`src/rtl/ipc_pkg.sv`:
```
package ipc_pkg;
  localparam int IPC_NUM_GROUPS = 6;
  localparam int IPC_GROUP_SIZE = 3;
  localparam int IPC_DATA_W     = 8;
  localparam int IPC_ADDR_W     = 3;
  localparam int IPC_GATED_SRC  = 15;

  // highest set bit of an in-service mask (0 when empty)
  function automatic logic [1:0] ipc_top_level(input logic [3:0] act);
    logic [1:0] r;
    r = 2'd0;
    for (int i = 0; i < 4; i++) begin
      if (act[i]) r = 2'(i);
    end
    return r;
  endfunction
endpackage

```
`src/rtl/ipc_flags.sv`:
```
module ipc_flags #(
  parameter int NS    = 18,
  parameter int DW    = 8,
  parameter int GATED = 15,
  localparam int NB   = (NS + DW - 1) / DW
) (
  input  logic          clk,
  input  logic          rst_n,
  input  logic [NS-1:0] src_irq,
  input  logic          gate_en,
  input  logic [NB-1:0] byte_clr,
  input  logic [DW-1:0] wdata,
  output logic [NS-1:0] pend_q,
  output logic [NS-1:0] pend_d
);
  logic [NS-1:0] set_v;
  logic [NS-1:0] clr_v;
  logic          upd;

  for (genvar s = 0; s < NS; s++) begin : g_src
    if (s == GATED) begin : g_gated
      assign set_v[s] = src_irq[s] & gate_en;
    end else begin : g_plain
      assign set_v[s] = src_irq[s];
    end
    assign clr_v[s] = byte_clr[s / DW] & wdata[s % DW];
  end

  always_comb begin
    pend_d = (pend_q & ~clr_v) | set_v;
    upd    = (|set_v) | (|byte_clr);
  end

  always_ff @(posedge clk or negedge rst_n) begin
    if (!rst_n)   pend_q <= '0;
    else if (upd) pend_q <= pend_d;
  end


  set_lands_chk: assert property (@(posedge clk) disable iff (!rst_n)
    (|set_v) |=> ((pend_q & $past(set_v)) == $past(set_v)));


  flag_hold_chk: assert property (@(posedge clk) disable iff (!rst_n)
    !(|byte_clr) |=> (($past(pend_q) & ~pend_q) == '0));
endmodule

```
`src/rtl/ipc_arbiter.sv`:
```
module ipc_arbiter #(
  parameter int NG  = 6,
  parameter int GS  = 3,
  localparam int NS = NG * GS,
  localparam int VW = $clog2(NS),
  localparam int LW = 2
) (
  input  logic [NS-1:0]    pend,
  input  logic [NG*LW-1:0] grp_lvl,
  input  logic [3:0]       active,
  output logic             hit,
  output logic [VW-1:0]    vec,
  output logic [LW-1:0]    lvl
);
  logic [LW-1:0] src_lvl [NS];
  logic [LW-1:0] floor_lvl;
  logic          busy;

  for (genvar s = 0; s < NS; s++) begin : g_lvl
    assign src_lvl[s] = grp_lvl[(s / GS) * LW +: LW];
  end

  always_comb begin
    busy      = |active;
    floor_lvl = ipc_pkg::ipc_top_level(active);
    hit = 1'b0;
    vec = '0;
    lvl = '0;
    for (int s = 0; s < NS; s++) begin
      if (pend[s] && (!busy || src_lvl[s] > floor_lvl) &&
          (!hit || src_lvl[s] > lvl)) begin
        hit = 1'b1;
        vec = VW'(s);
        lvl = src_lvl[s];
      end
    end
  end
endmodule

```
`src/rtl/ipc_level_stack.sv`:
```
module ipc_level_stack (
  input  logic       clk,
  input  logic       rst_n,
  input  logic       ret,
  input  logic       ack,
  input  logic [1:0] ack_lvl,
  output logic [3:0] act_q,
  output logic [3:0] act_d
);
  logic [3:0] top_mask;
  logic       en;

  always_comb begin
    top_mask = '0;
    for (int i = 0; i < 4; i++) begin
      if (act_q[i]) top_mask = 4'b0001 << i;
    end
    act_d = act_q;
    if (ret) act_d = act_d & ~top_mask;
    if (ack) act_d[ack_lvl] = 1'b1;
    en = ret | ack;
  end

  always_ff @(posedge clk or negedge rst_n) begin
    if (!rst_n)  act_q <= '0;
    else if (en) act_q <= act_d;
  end


  pop_one_chk: assert property (@(posedge clk) disable iff (!rst_n)
    (ret && !ack && act_q != '0) |=> ($countones(act_q) == $countones($past(act_q)) - 1));


  ack_mark_chk: assert property (@(posedge clk) disable iff (!rst_n)
    ack |=> act_q[$past(ack_lvl)]);
endmodule

```
`src/rtl/grp_irq_ctrl.sv`:
```
module grp_irq_ctrl #(
  parameter int NUM_GROUPS = ipc_pkg::IPC_NUM_GROUPS,
  parameter int GROUP_SIZE = ipc_pkg::IPC_GROUP_SIZE,
  parameter int DATA_W     = ipc_pkg::IPC_DATA_W,
  parameter int ADDR_W     = ipc_pkg::IPC_ADDR_W,
  parameter int GATED_SRC  = ipc_pkg::IPC_GATED_SRC,
  localparam int NS        = NUM_GROUPS * GROUP_SIZE,
  localparam int VW        = $clog2(NS)
) (
  input  logic              clk,
  input  logic              rst_n,
  input  logic [NS-1:0]     src_irq,
  input  logic              wdt_ovf,
  input  logic [ADDR_W-1:0] reg_addr,
  input  logic              reg_we,
  input  logic [DATA_W-1:0] reg_wdata,
  output logic [DATA_W-1:0] reg_rdata,
  input  logic              irq_ack,
  input  logic              irq_ret,
  output logic              irq_req,
  output logic [VW-1:0]     irq_vec,
  output logic [1:0]        irq_lvl
);
  localparam int NB     = (NS + DATA_W - 1) / DATA_W;
  localparam int A_LO   = NB;
  localparam int A_HI   = NB + 1;
  localparam int A_CTRL = NB + 2;

  // reset: asserted asynchronously, released on the clock
  logic [1:0] rst_pipe;
  logic       rst_s;
  always_ff @(posedge clk or negedge rst_n) begin
    if (!rst_n) rst_pipe <= '0;
    else        rst_pipe <= {rst_pipe[0], 1'b1};
  end
  assign rst_s = rst_pipe[1];

  // register file
  logic [NUM_GROUPS-1:0] lo_q, lo_d, hi_q, hi_d;
  logic user_q, user_d, wdt_q, wdt_d, gate_q, gate_d;
  logic we_lo, we_hi, we_ctrl, en_lo;
  logic [NB-1:0] byte_clr;

  for (genvar b = 0; b < NB; b++) begin : g_clr
    assign byte_clr[b] = reg_we & (reg_addr == ADDR_W'(b));
  end

  always_comb begin
    we_lo   = reg_we & (reg_addr == ADDR_W'(A_LO));
    we_hi   = reg_we & (reg_addr == ADDR_W'(A_HI));
    we_ctrl = reg_we & (reg_addr == ADDR_W'(A_CTRL));
    en_lo   = we_lo | wdt_ovf;
    lo_d    = we_lo   ? reg_wdata[NUM_GROUPS-1:0] : lo_q;
    hi_d    = we_hi   ? reg_wdata[NUM_GROUPS-1:0] : hi_q;
    user_d  = we_lo   ? reg_wdata[DATA_W-1] : user_q;
    wdt_d   = wdt_ovf | (wdt_q & ~(we_lo & ~reg_wdata[DATA_W-2]));
    gate_d  = we_ctrl ? reg_wdata[0] : gate_q;
  end

  always_ff @(posedge clk or negedge rst_s) begin
    if (!rst_s) begin
      lo_q <= '0; user_q <= 1'b0; wdt_q <= 1'b0;
    end else if (en_lo) begin
      lo_q <= lo_d; user_q <= user_d; wdt_q <= wdt_d;
    end
  end

  always_ff @(posedge clk or negedge rst_s) begin
    if (!rst_s)     hi_q <= '0;
    else if (we_hi) hi_q <= hi_d;
  end

  always_ff @(posedge clk or negedge rst_s) begin
    if (!rst_s)       gate_q <= 1'b0;
    else if (we_ctrl) gate_q <= gate_d;
  end

  // pending flags
  logic [NS-1:0] pend_q, pend_d;
  ipc_flags #(.NS(NS), .DW(DATA_W), .GATED(GATED_SRC)) u_flags (
    .clk(clk), .rst_n(rst_s), .src_irq(src_irq), .gate_en(gate_q),
    .byte_clr(byte_clr), .wdata(reg_wdata), .pend_q(pend_q), .pend_d(pend_d)
  );

  // in-service stack
  logic       req_q;
  logic [VW-1:0] vec_q;
  logic [1:0] lvl_q;
  logic [3:0] act_q, act_d;
  ipc_level_stack u_stack (
    .clk(clk), .rst_n(rst_s), .ret(irq_ret), .ack(irq_ack & req_q),
    .ack_lvl(lvl_q), .act_q(act_q), .act_d(act_d)
  );

  // arbitration over the state that the coming edge will load
  logic [NUM_GROUPS*2-1:0] grp_lvl_d;
  for (genvar g = 0; g < NUM_GROUPS; g++) begin : g_grp
    assign grp_lvl_d[g*2 +: 2] = {hi_d[g], lo_d[g]};
  end

  logic          win_hit;
  logic [VW-1:0] win_vec;
  logic [1:0]    win_lvl;
  ipc_arbiter #(.NG(NUM_GROUPS), .GS(GROUP_SIZE)) u_arb (
    .pend(pend_d), .grp_lvl(grp_lvl_d), .active(act_d),
    .hit(win_hit), .vec(win_vec), .lvl(win_lvl)
  );

  always_ff @(posedge clk or negedge rst_s) begin
    if (!rst_s) begin
      req_q <= 1'b0; vec_q <= '0; lvl_q <= '0;
    end else begin
      req_q <= win_hit; vec_q <= win_vec; lvl_q <= win_lvl;
    end
  end

  assign irq_req = req_q;
  assign irq_vec = vec_q;
  assign irq_lvl = lvl_q;

  // read mux
  logic [NB*DATA_W-1:0] pend_pad;
  assign pend_pad = (NB*DATA_W)'(pend_q);

  always_comb begin
    reg_rdata = '0;
    for (int b = 0; b < NB; b++) begin
      if (reg_addr == ADDR_W'(b)) reg_rdata = pend_pad[b*DATA_W +: DATA_W];
    end
    if (reg_addr == ADDR_W'(A_LO))
      reg_rdata = {user_q, wdt_q, (DATA_W-2)'(lo_q)};
    if (reg_addr == ADDR_W'(A_HI))
      reg_rdata = DATA_W'(hi_q);
    if (reg_addr == ADDR_W'(A_CTRL))
      reg_rdata = DATA_W'(gate_q);
  end


  req_above_chk: assert property (@(posedge clk) disable iff (!rst_s)
    req_q |-> (act_q == '0 || lvl_q > ipc_pkg::ipc_top_level(act_q)));


  vec_pending_chk: assert property (@(posedge clk) disable iff (!rst_s)
    req_q |-> pend_q[vec_q]);


  wdt_set_chk: assert property (@(posedge clk) disable iff (!rst_s)
    wdt_ovf |=> wdt_q);
endmodule

```
`config.mk`:
```
export PLATFORM = sky130hd
export DESIGN_NAME = grp_irq_ctrl
export DESIGN_NICKNAME = d
export VERILOG_FILES = /design/src/rtl/ipc_pkg.sv /design/src/rtl/ipc_flags.sv /design/src/rtl/ipc_arbiter.sv /design/src/rtl/ipc_level_stack.sv /design/src/rtl/grp_irq_ctrl.sv
export SDC_FILE = /design/constraint.sdc
export NUM_CORES = 1
export LEC_CHECK = 0
export BUFFER_PORTS_ARGS = -buffer_cell sky130_fd_sc_hd__buf_2
export CAP_MARGIN = 20
export CORE_ASPECT_RATIO = 1.4
export CORE_MARGIN = 1.5
export CORE_UTILIZATION = 35
export CTS_CLUSTER_SIZE = 8
export DETAILED_ROUTE_END_ITERATION = 16
export PLACE_DENSITY = 0.5
export SETUP_SLACK_MARGIN = 0.05
export SYNTH_ARGS = -nofsm -noshare
export SYNTH_HDL_FRONTEND = slang
export SYNTH_HIERARCHICAL = 1
export SYNTH_SLANG_ARGS = --single-unit
```
`constraint.sdc`:
```
create_clock -name clk -period 1.52 [get_ports clk]
set_input_delay 0.076 -clock clk [delete_from_list [all_inputs] [get_ports clk]]
set_output_delay 0.076 -clock clk [all_outputs]
set_load 0.01 [all_outputs]
```
# Yosys cells after proc, flatten, opt, wreduce, memory -nomap -nowiden
# Cells that the tools add are included.
# Widths: inputs -> output; s select.
dict set report op_classes {
  add_sub_neg 0
  mul 0
  n_div 0
  n_lt_le_gt_ge 25
  n_eq_ne 5
  shifts 0
  mux 72
  n_bitwise 40
  reduce_logical 82
}
# cell count
set op_table {}
lappend op_table {{$mux 4} 13}
lappend op_table {{$mux 8} 6}
lappend op_table {{$gt 2x2->1} 23}
lappend op_table {{$mux 2} 22}
lappend op_table {{$logic_and 1x1->1} 36}
lappend op_table {{$and 1x1->1} 28}
lappend op_table {{$logic_or 1x1->1} 23}
lappend op_table {{$mux 1} 22}
lappend op_table {{$and 18x18->18} 1}
lappend op_table {{$logic_not 1->1} 18}
lappend op_table {{$not 18->18} 1}
lappend op_table {{$or 18x18->18} 1}
lappend op_table {{$reduce_or 18->1} 1}
lappend op_table {{$mux 3} 4}
lappend op_table {{$mux 6} 2}
lappend op_table {{$mux 5} 2}
lappend op_table {{$eq 3x2->1 const B} 2}
lappend op_table {{$eq 3x3->1 const B} 2}
lappend op_table {{$and 4x4->4} 1}
lappend op_table {{$not 4->4} 1}
lappend op_table {{$or 1x1->1} 4}
lappend op_table {{$or 4x4->4} 1}
lappend op_table {{$reduce_or 4->1} 1}
lappend op_table {{$eq 3x1->1 const B} 1}
lappend op_table {{other kinds (7)} 8}
dict set report word_totals {
  reg_bits 47
  latchBits 0
  ram_bits 0
  romBits 0
  input_bits 35
  output_inout_bits 16
  elab_cells 235
  mem_count 0
}

# Logic depth before layout (Yosys ltp)
dict set report depth {
  depth_word 84
  mapped_depth 118
  mapped_depth_nobuf 113
}

# Cells and area by module
# The synthesis kept the hierarchy.
# mod instances cells_per_inst area_each_um2 seq_area_each_um2
set by_module_without_submodules {}
lappend by_module_without_submodules {ipc_arbiter 1 328 2299.7 0.0}
lappend by_module_without_submodules {grp_irq_ctrl 1 104 1360.1 625.6}
lappend by_module_without_submodules {ipc_flags 1 74 805.8 450.4}
lappend by_module_without_submodules {ipc_level_stack 1 19 211.5 100.1}

# Worst setup path after synthesis
# OpenSTA, ideal clock, no wires.
dict set report synth_timing {
  kind {register -> register}
  start {register req_q, in the netlist irq_req}
  end {register lvl_q[1], in the netlist irq_lvl[1]}
  setup_ps 120
  t_arrival_ps 21081
  t_required_ps 1400
  setup_slack_ps -19682
  stages_incl_launch_ff 116
  path_buffers 4
  synth_period_minus_slack_ps 21202
  cell_sequence {dfrtp_1 and2_1 nand3_1 o21ai_0 nor2_4 ha_1 nor2b_1 o21ai_2 a21oi_1 and2_1 ha_1 nor2_1 maj3_1 a211oi_1 nor2_1 mux2_2 ha_1 nor2_1 [80 not listed] a21oi_1 a21oi_1 o21ai_0 nand2b_1 and2_1 nand2_1 a311oi_1 a31oi_1 nand3_1 ha_1 a21oi_1 a21oi_1 o21ai_0 a21boi_1 or3_1 a311oi_1 a31o_1 nor3_1}
}
dict set report synth_between {
  word_cells_on_any_way 140
  cone_classes {order compare: 23; mux: 39; bitwise: 1; reduce/logical: 77}
}
# item line_no
set synth_rtl {}
lappend synth_rtl {{start, declared} grp_irq_ctrl.sv:86} ;# logic req_q;
lappend synth_rtl {{start signal, assigned} grp_irq_ctrl.sv:113} ;# req_q <= win_hit; vec_q <= win_vec; lvl_q <= win_lvl;
lappend synth_rtl {{$and 1x1->1 *} grp_irq_ctrl.sv:91} ;# .clk(clk), .rst_n(rst_s), .ret(irq_ret), .ack(irq_ack & req_q),
lappend synth_rtl {{$mux 4 *} ipc_level_stack.sv:20} ;# if (ack) act_d[ack_lvl] = 1'b1;
lappend synth_rtl {{via act_d[3]} grp_irq_ctrl.sv:89} ;# logic [3:0] act_q, act_d;
lappend synth_rtl {{$mux 2 or $reduce_or 4->1 (tied branches)} {ipc_pkg.sv:13, ipc_arbiter.sv:24}}
lappend synth_rtl {{$gt 2x2->1 or $logic_not 1->1 (tied branches)} ipc_arbiter.sv:30} ;# if (pend[s] && (!busy || src_lvl[s] > floor_lvl) &&
lappend synth_rtl {{$logic_or 1x1->1} ipc_arbiter.sv:30}
lappend synth_rtl {{$logic_and 1x1->1} ipc_arbiter.sv:30}
lappend synth_rtl {{$mux 2 or $mux 1 (tied branches)} ipc_arbiter.sv:30}
lappend synth_rtl {{[61 not listed]} -}
lappend synth_rtl {{$logic_or 1x1->1} ipc_arbiter.sv:31} ;# (!hit || src_lvl[s] > lvl)) begin
lappend synth_rtl {{$logic_and 1x1->1} ipc_arbiter.sv:30}
lappend synth_rtl {{$mux 2 or $mux 1 (tied branches)} ipc_arbiter.sv:30}
lappend synth_rtl {{$gt 2x2->1 or $logic_not 1->1 (tied branches)} ipc_arbiter.sv:31}
lappend synth_rtl {{$logic_or 1x1->1} ipc_arbiter.sv:31}
lappend synth_rtl {{$logic_and 1x1->1} ipc_arbiter.sv:30}
lappend synth_rtl {{$mux 2 *} ipc_arbiter.sv:30}
lappend synth_rtl {{via win_lvl[1]} grp_irq_ctrl.sv:103} ;# logic [1:0] win_lvl;
lappend synth_rtl {{end signal, assigned} grp_irq_ctrl.sv:113}
lappend synth_rtl {{end, declared} grp_irq_ctrl.sv:88} ;# logic [1:0] lvl_q;
# Mark *: on every way through the listed nets, which the timed path passes. The rest lies on a longest branch.
# A chain may end at the register's enable or synchronous reset.

# Worst setup path in the final report
dict set report layout_timing {
  start {register u_stack.act_q[2]}
  end {register lvl_q[1], in the netlist irq_lvl[1]}
}
dict set report layout_between {
  elab_chain_len 82
  word_cells_on_any_way 145
  cone_classes {order compare: 23; mux: 42; bitwise: 3; reduce/logical: 77}
}
# item line_no
set layout_lines {}
lappend layout_lines {{start, declared} ipc_level_stack.sv:7} ;# output logic [3:0] act_q,
lappend layout_lines {{start signal, assigned} ipc_level_stack.sv:26} ;# else if (en) act_q <= act_d;
lappend layout_lines {{$mux 4 * (2 in a row)} ipc_level_stack.sv:16} ;# if (act_q[i]) top_mask = 4'b0001 << i;
lappend layout_lines {{$not 4->4 *} ipc_level_stack.sv:19} ;# if (ret) act_d = act_d & ~top_mask;
lappend layout_lines {{$and 4x4->4 *} ipc_level_stack.sv:19}
lappend layout_lines {{$mux 4 *} ipc_level_stack.sv:19}
lappend layout_lines {{$or 4x4->4 (no source line)} -}
lappend layout_lines {{$mux 4 *} ipc_level_stack.sv:20}
lappend layout_lines {{via act_d[1]} grp_irq_ctrl.sv:89}
lappend layout_lines {{$mux 1} ipc_pkg.sv:13} ;# if (act[i]) r = 2'(i);
lappend layout_lines {{[67 not listed]} -}
lappend layout_lines {{$logic_or 1x1->1} ipc_arbiter.sv:31}
lappend layout_lines {{$logic_and 1x1->1} ipc_arbiter.sv:30}
lappend layout_lines {{$mux 2 or $mux 1 (tied branches)} ipc_arbiter.sv:30}
lappend layout_lines {{$gt 2x2->1 or $logic_not 1->1 (tied branches)} ipc_arbiter.sv:31}
lappend layout_lines {{$logic_or 1x1->1} ipc_arbiter.sv:31}
lappend layout_lines {{$logic_and 1x1->1} ipc_arbiter.sv:30}
lappend layout_lines {{$mux 2 *} ipc_arbiter.sv:30}
lappend layout_lines {{via win_lvl[1]} grp_irq_ctrl.sv:103}
# Marks and branches as above.

==> results by group <==
Finish
  – Post-Layout Cell Count: ~1000
  – Area Growth Syn to Fin: 70.6%
  – Ant diodes: 0
  – Layout Nets: 907
  – Share of cells above drive strength 1: 56.2%

Clock tree
  – Max clock buf depth: 2
  – Root buf cell: clkbuf_16
  – CTS HTree Levels: 2
  – Inserted Clock Buffers: 5
  – Later-pin clock latency in the skew report: 0.29 ns
  – Clk sink count: 47
  – Clk slew on worst S/H paths: 0.07 ns
  – CTS tree: built

Placed design
  – HPWL after detailed placement: 13000 µm
  – Inst Count DP: about 940
  – IO Port Bufs: 50
  – GP Congestion: 0.872

Min path
  – Hold Startpoint: src_irq[10]
  – Min-delay worst type: in -> reg

Worst setup path
  – Crit Reg-Reg Startpoint: u_stack/act_q[2]
  – Signal arrival time at the worst endpoint: 19.56 ns
  – Most common cell on crit path: ha_4
  – Crit Path Max Fanout: 3
  – CP Launch Type: flip-flop
  – Slowest CP cell: or3b_1
  – CP endpoint kind: flip-flop
  – Worst EP required: around 1.7 ns
  – CP max stage delay: 0.39 ns
  – CP bufs+invs: 2
  – Kind of critical path: reg -> reg
  – Critical Path Start: u_stack/act_q[2]
  – CP delay by family, top: compound AO/OA/AOI/OAI gates

Yosys
  – Ys async rst share: 100%
  – Register bit total from synthesis: 47
  – Synth warn: 6
  – Distinct cells, synth: 88
  – Post-synth EDFFs: 0
  – Syn Nets: 591
  – Post-synthesis cell count: 525
  – Main flop type after synthesis: dfrtp_1
  – Syn Area/Cell: 8.91 µm²
  – Sequential fraction of the synthesis area: approximately 25%
  – Mapped Area: 4680 µm²

Detailed routing
  – Pre-antenna DRT Iters: 4
  – Routed vias: 5394
  – Routed WL per cell: 16.9 µm
  – Antenna-violating nets left: 0
  – Vias per Instance: 5.29
  – Initial DRC count: 197
  – Routed wire length: 17200 µm
  – Residual DRC: 0

Timing
  – Skew final: between 0.005 and 0.006 ns
  – Slew Viols, Final: 0
  – Fin crit share: 1280%
  – Fin worst setup slack: -17.87 ns
  – Setup-failing EPs final: 8
  – Worst-margin pin slew: 0.510 ns
  – RSZ-0062 raised after global routing: yes
  – Slew HR: 65.7%
  – Max Clock Freq: between 0.05 and 0.06 GHz
  – Min Clock Period, post-route: slightly below 20 ns
  – Final hold viol count: 1
  – WHS: -0.000462 ns

Global route
  – Largest net degree at the start of global routing: 46
  – Grt ovf: 0
  – First-pass GRT wire length: 27300 µm
  – Gr usage total: roughly a quarter
  – Initial antenna violation count: 0
  – Vias in the first global route: 5613

Status
  – Status: complete, but fails checks
  – Failing checks: hold timing, setup timing

Die
  – Die area: about 14000 µm²
  – Core area: 12900 µm²
  – Row cnt: 49
  – Ports: 51
  – Initial Util: around 36%
  – Die W: 101 µm
  – Die H: 140 µm

Run
  – Max cap viols: 0
per-layer routing:
layer	wire [µm]	share of wire, %	GRT usage [%]	vias up
li1	-	-	-	2624
met1	6790	39	28.2	2635
met3	504	2.9	2.71	30
met2	9540	55	47.1	105
met5	0	0	0	-
met4	368	2.1	6.38	0
Yosys cell counts, types with 3 or more instances:
| master | number | area, µm² |
|---|---|---|
| nor2_1 | 33 | 124 |
| a31oi_1 | 10 | 62.6 |
| buf_2 | 6 | 30.0 |
| a21o_1 | 37 | 278 |
| o211ai_1 | 5 | 37.5 |
| o21ai_0 | 18 | 90.1 |
| mux2_2 | 23 | 259 |
| nand2_1 | 52 | 195 |
| mux2i_1 | 10 | 100 |
| nor3_1 | 11 | 55.1 |
| ha_1 | 31 | 388 |
| a311oi_1 | 5 | 43.8 |
| dfrtp_1 | 47 | 1180 |
| a32o_1 | 6 | 60.1 |
| a211oi_1 | 4 | 30.0 |
| or2_2 | 7 | 43.8 |
| a41oi_1 | 5 | 43.8 |
| o211a_1 | 4 | 40.0 |
| clkbuf_1 | 6 | 22.5 |
| nand4_1 | 3 | 18.8 |
| buf_4 | 4 | 30.0 |
| inv_1 | 24 | 90.1 |
| and2_1 | 12 | 75.1 |
| nand3_1 | 11 | 55.1 |
| mux2_4 | 11 | 165 |
| a21boi_0 | 3 | 22.5 |
| a22o_1 | 3 | 26.3 |
| buf_6 | 3 | 33.8 |
| a21oi_1 | 18 | 90.1 |
| nand2b_1 | 7 | 43.8 |
| a22oi_1 | 6 | 45.0 |
| nor2b_1 | 11 | 68.8 |
| a31o_1 | 3 | 26.3 |
| o21a_1 | 6 | 45.0 |
| o22ai_1 | 10 | 62.6 |
| o21ai_1 | 5 | 25.0 |
| and3_1 | 3 | 18.8 |
layout make-up:
| type | instances | area, µm² |
|---|---|---|
| clock buffers | 6 | 139 |
| clock inverters | 2 | 16.3 |
| fillers | 1141 | 4960 |
| inverters | 24 | 90.1 |
| multi-input cells | 435 | 3890 |
| flip-flops and latches | 47 | 1180 |
| well taps | 178 | 223 |
| repair buffers | 328 | 2440 |
cell usage in the layout (no fill, tap or decap), types with 5 or more instances in the layout:
cell,n
nor3_1,7
dlygate4sd3_1,13
inv_1,24
nor2_4,8
clkbuf_16,5
dfrtp_1,46
and2_4,6
a21oi_2,7
buf_6,13
nand2b_1,6
o21ai_2,7
mux2i_1,10
a21o_1,37
o211ai_1,5
o21a_1,6
nand3_1,10
and2_1,8
nand2_1,44
a31oi_1,9
mux2_2,17
o21ai_0,15
or2_4,5
ha_4,13
nor2_2,7
buf_2,50
ha_1,18
nor2b_1,10
mux2_4,17
nand2_2,5
a21oi_1,8
nor2_1,21
buf_4,250
o22ai_1,10
flip-flops by register name (all words and copies together), names as in the netlist:
name            flops
gate_q              1
rst_pipe            2
hi_q                6
irq_vec             5
lo_q                6
irq_req             1
irq_lvl             2
u_flags/pend_q     18
user_q              1
wdt_q               1
u_stack/act_q       4
final timing paths:
check / endpoint / slack, ns / cells past startpoint
worst max register to register: irq_lvl[1] / -17.87 / 111
min in group asynchronous: rst_pipe[1] / 0.09 / 2
worst min register to register: user_q / 0.24 / 1
max in group asynchronous: u_flags/pend_q[8] / 1.04 / 1
worst max-delay path: irq_lvl[1] / -17.87 / 111
worst min-delay path: u_flags/pend_q[10] / -0.0005 / 2
cells by family (layout without fill, tap and decap cells):
| kind of cell | count (synthesis) | in the layout | share of synthesized area, % |
|---|---|---|---|
| flip-flops | 47 | 47 | 25.1 |
| AO/OA/AOI/OAI | 177 | 177 | 29.3 |
| buffers and inverters | 43 | 360 | 4.41 |
| multiplexers | 44 | 44 | 11.2 |
| adder cells (fa/ha/maj) | 35 | 35 | 9.20 |
| other | 1 | 1 | 0.0802 |
| AND/OR/NAND/NOR | 178 | 178 | 20.7 |
what timing repair did:
| action | CTS | global route |
|---|---|---|
| cloned | 0 | 0 |
| gates resized for setup | 29 | 40 |
| buffers inserted | 48 | 18 |
| endpoints found under the setup margin | 9 | 10 |
| pin swaps | 88 | 52 |
| hold buffers | 12 | 1 |
| hold endpoints to repair | 13 | 1 |
through the flow:
stage	setup TNS, ns	setup slack [ns]	cell area [µm²]	util, %
floorplan	-127.46	-18.44	4990	-
global placement	-125.33	-18.04	6870	53.1
detailed placement	-128.77	-18.56	6870	53.1
CTS	-126.09	-18.06	7640	59.1
global route	-131.87	-18.74	7980	61.7
finish	-125.80	-17.87	7980	61.7
Power is left out: the tool's default activity adds up to more than one toggle a clock period on the data nets, which glitch-free logic cannot reach.
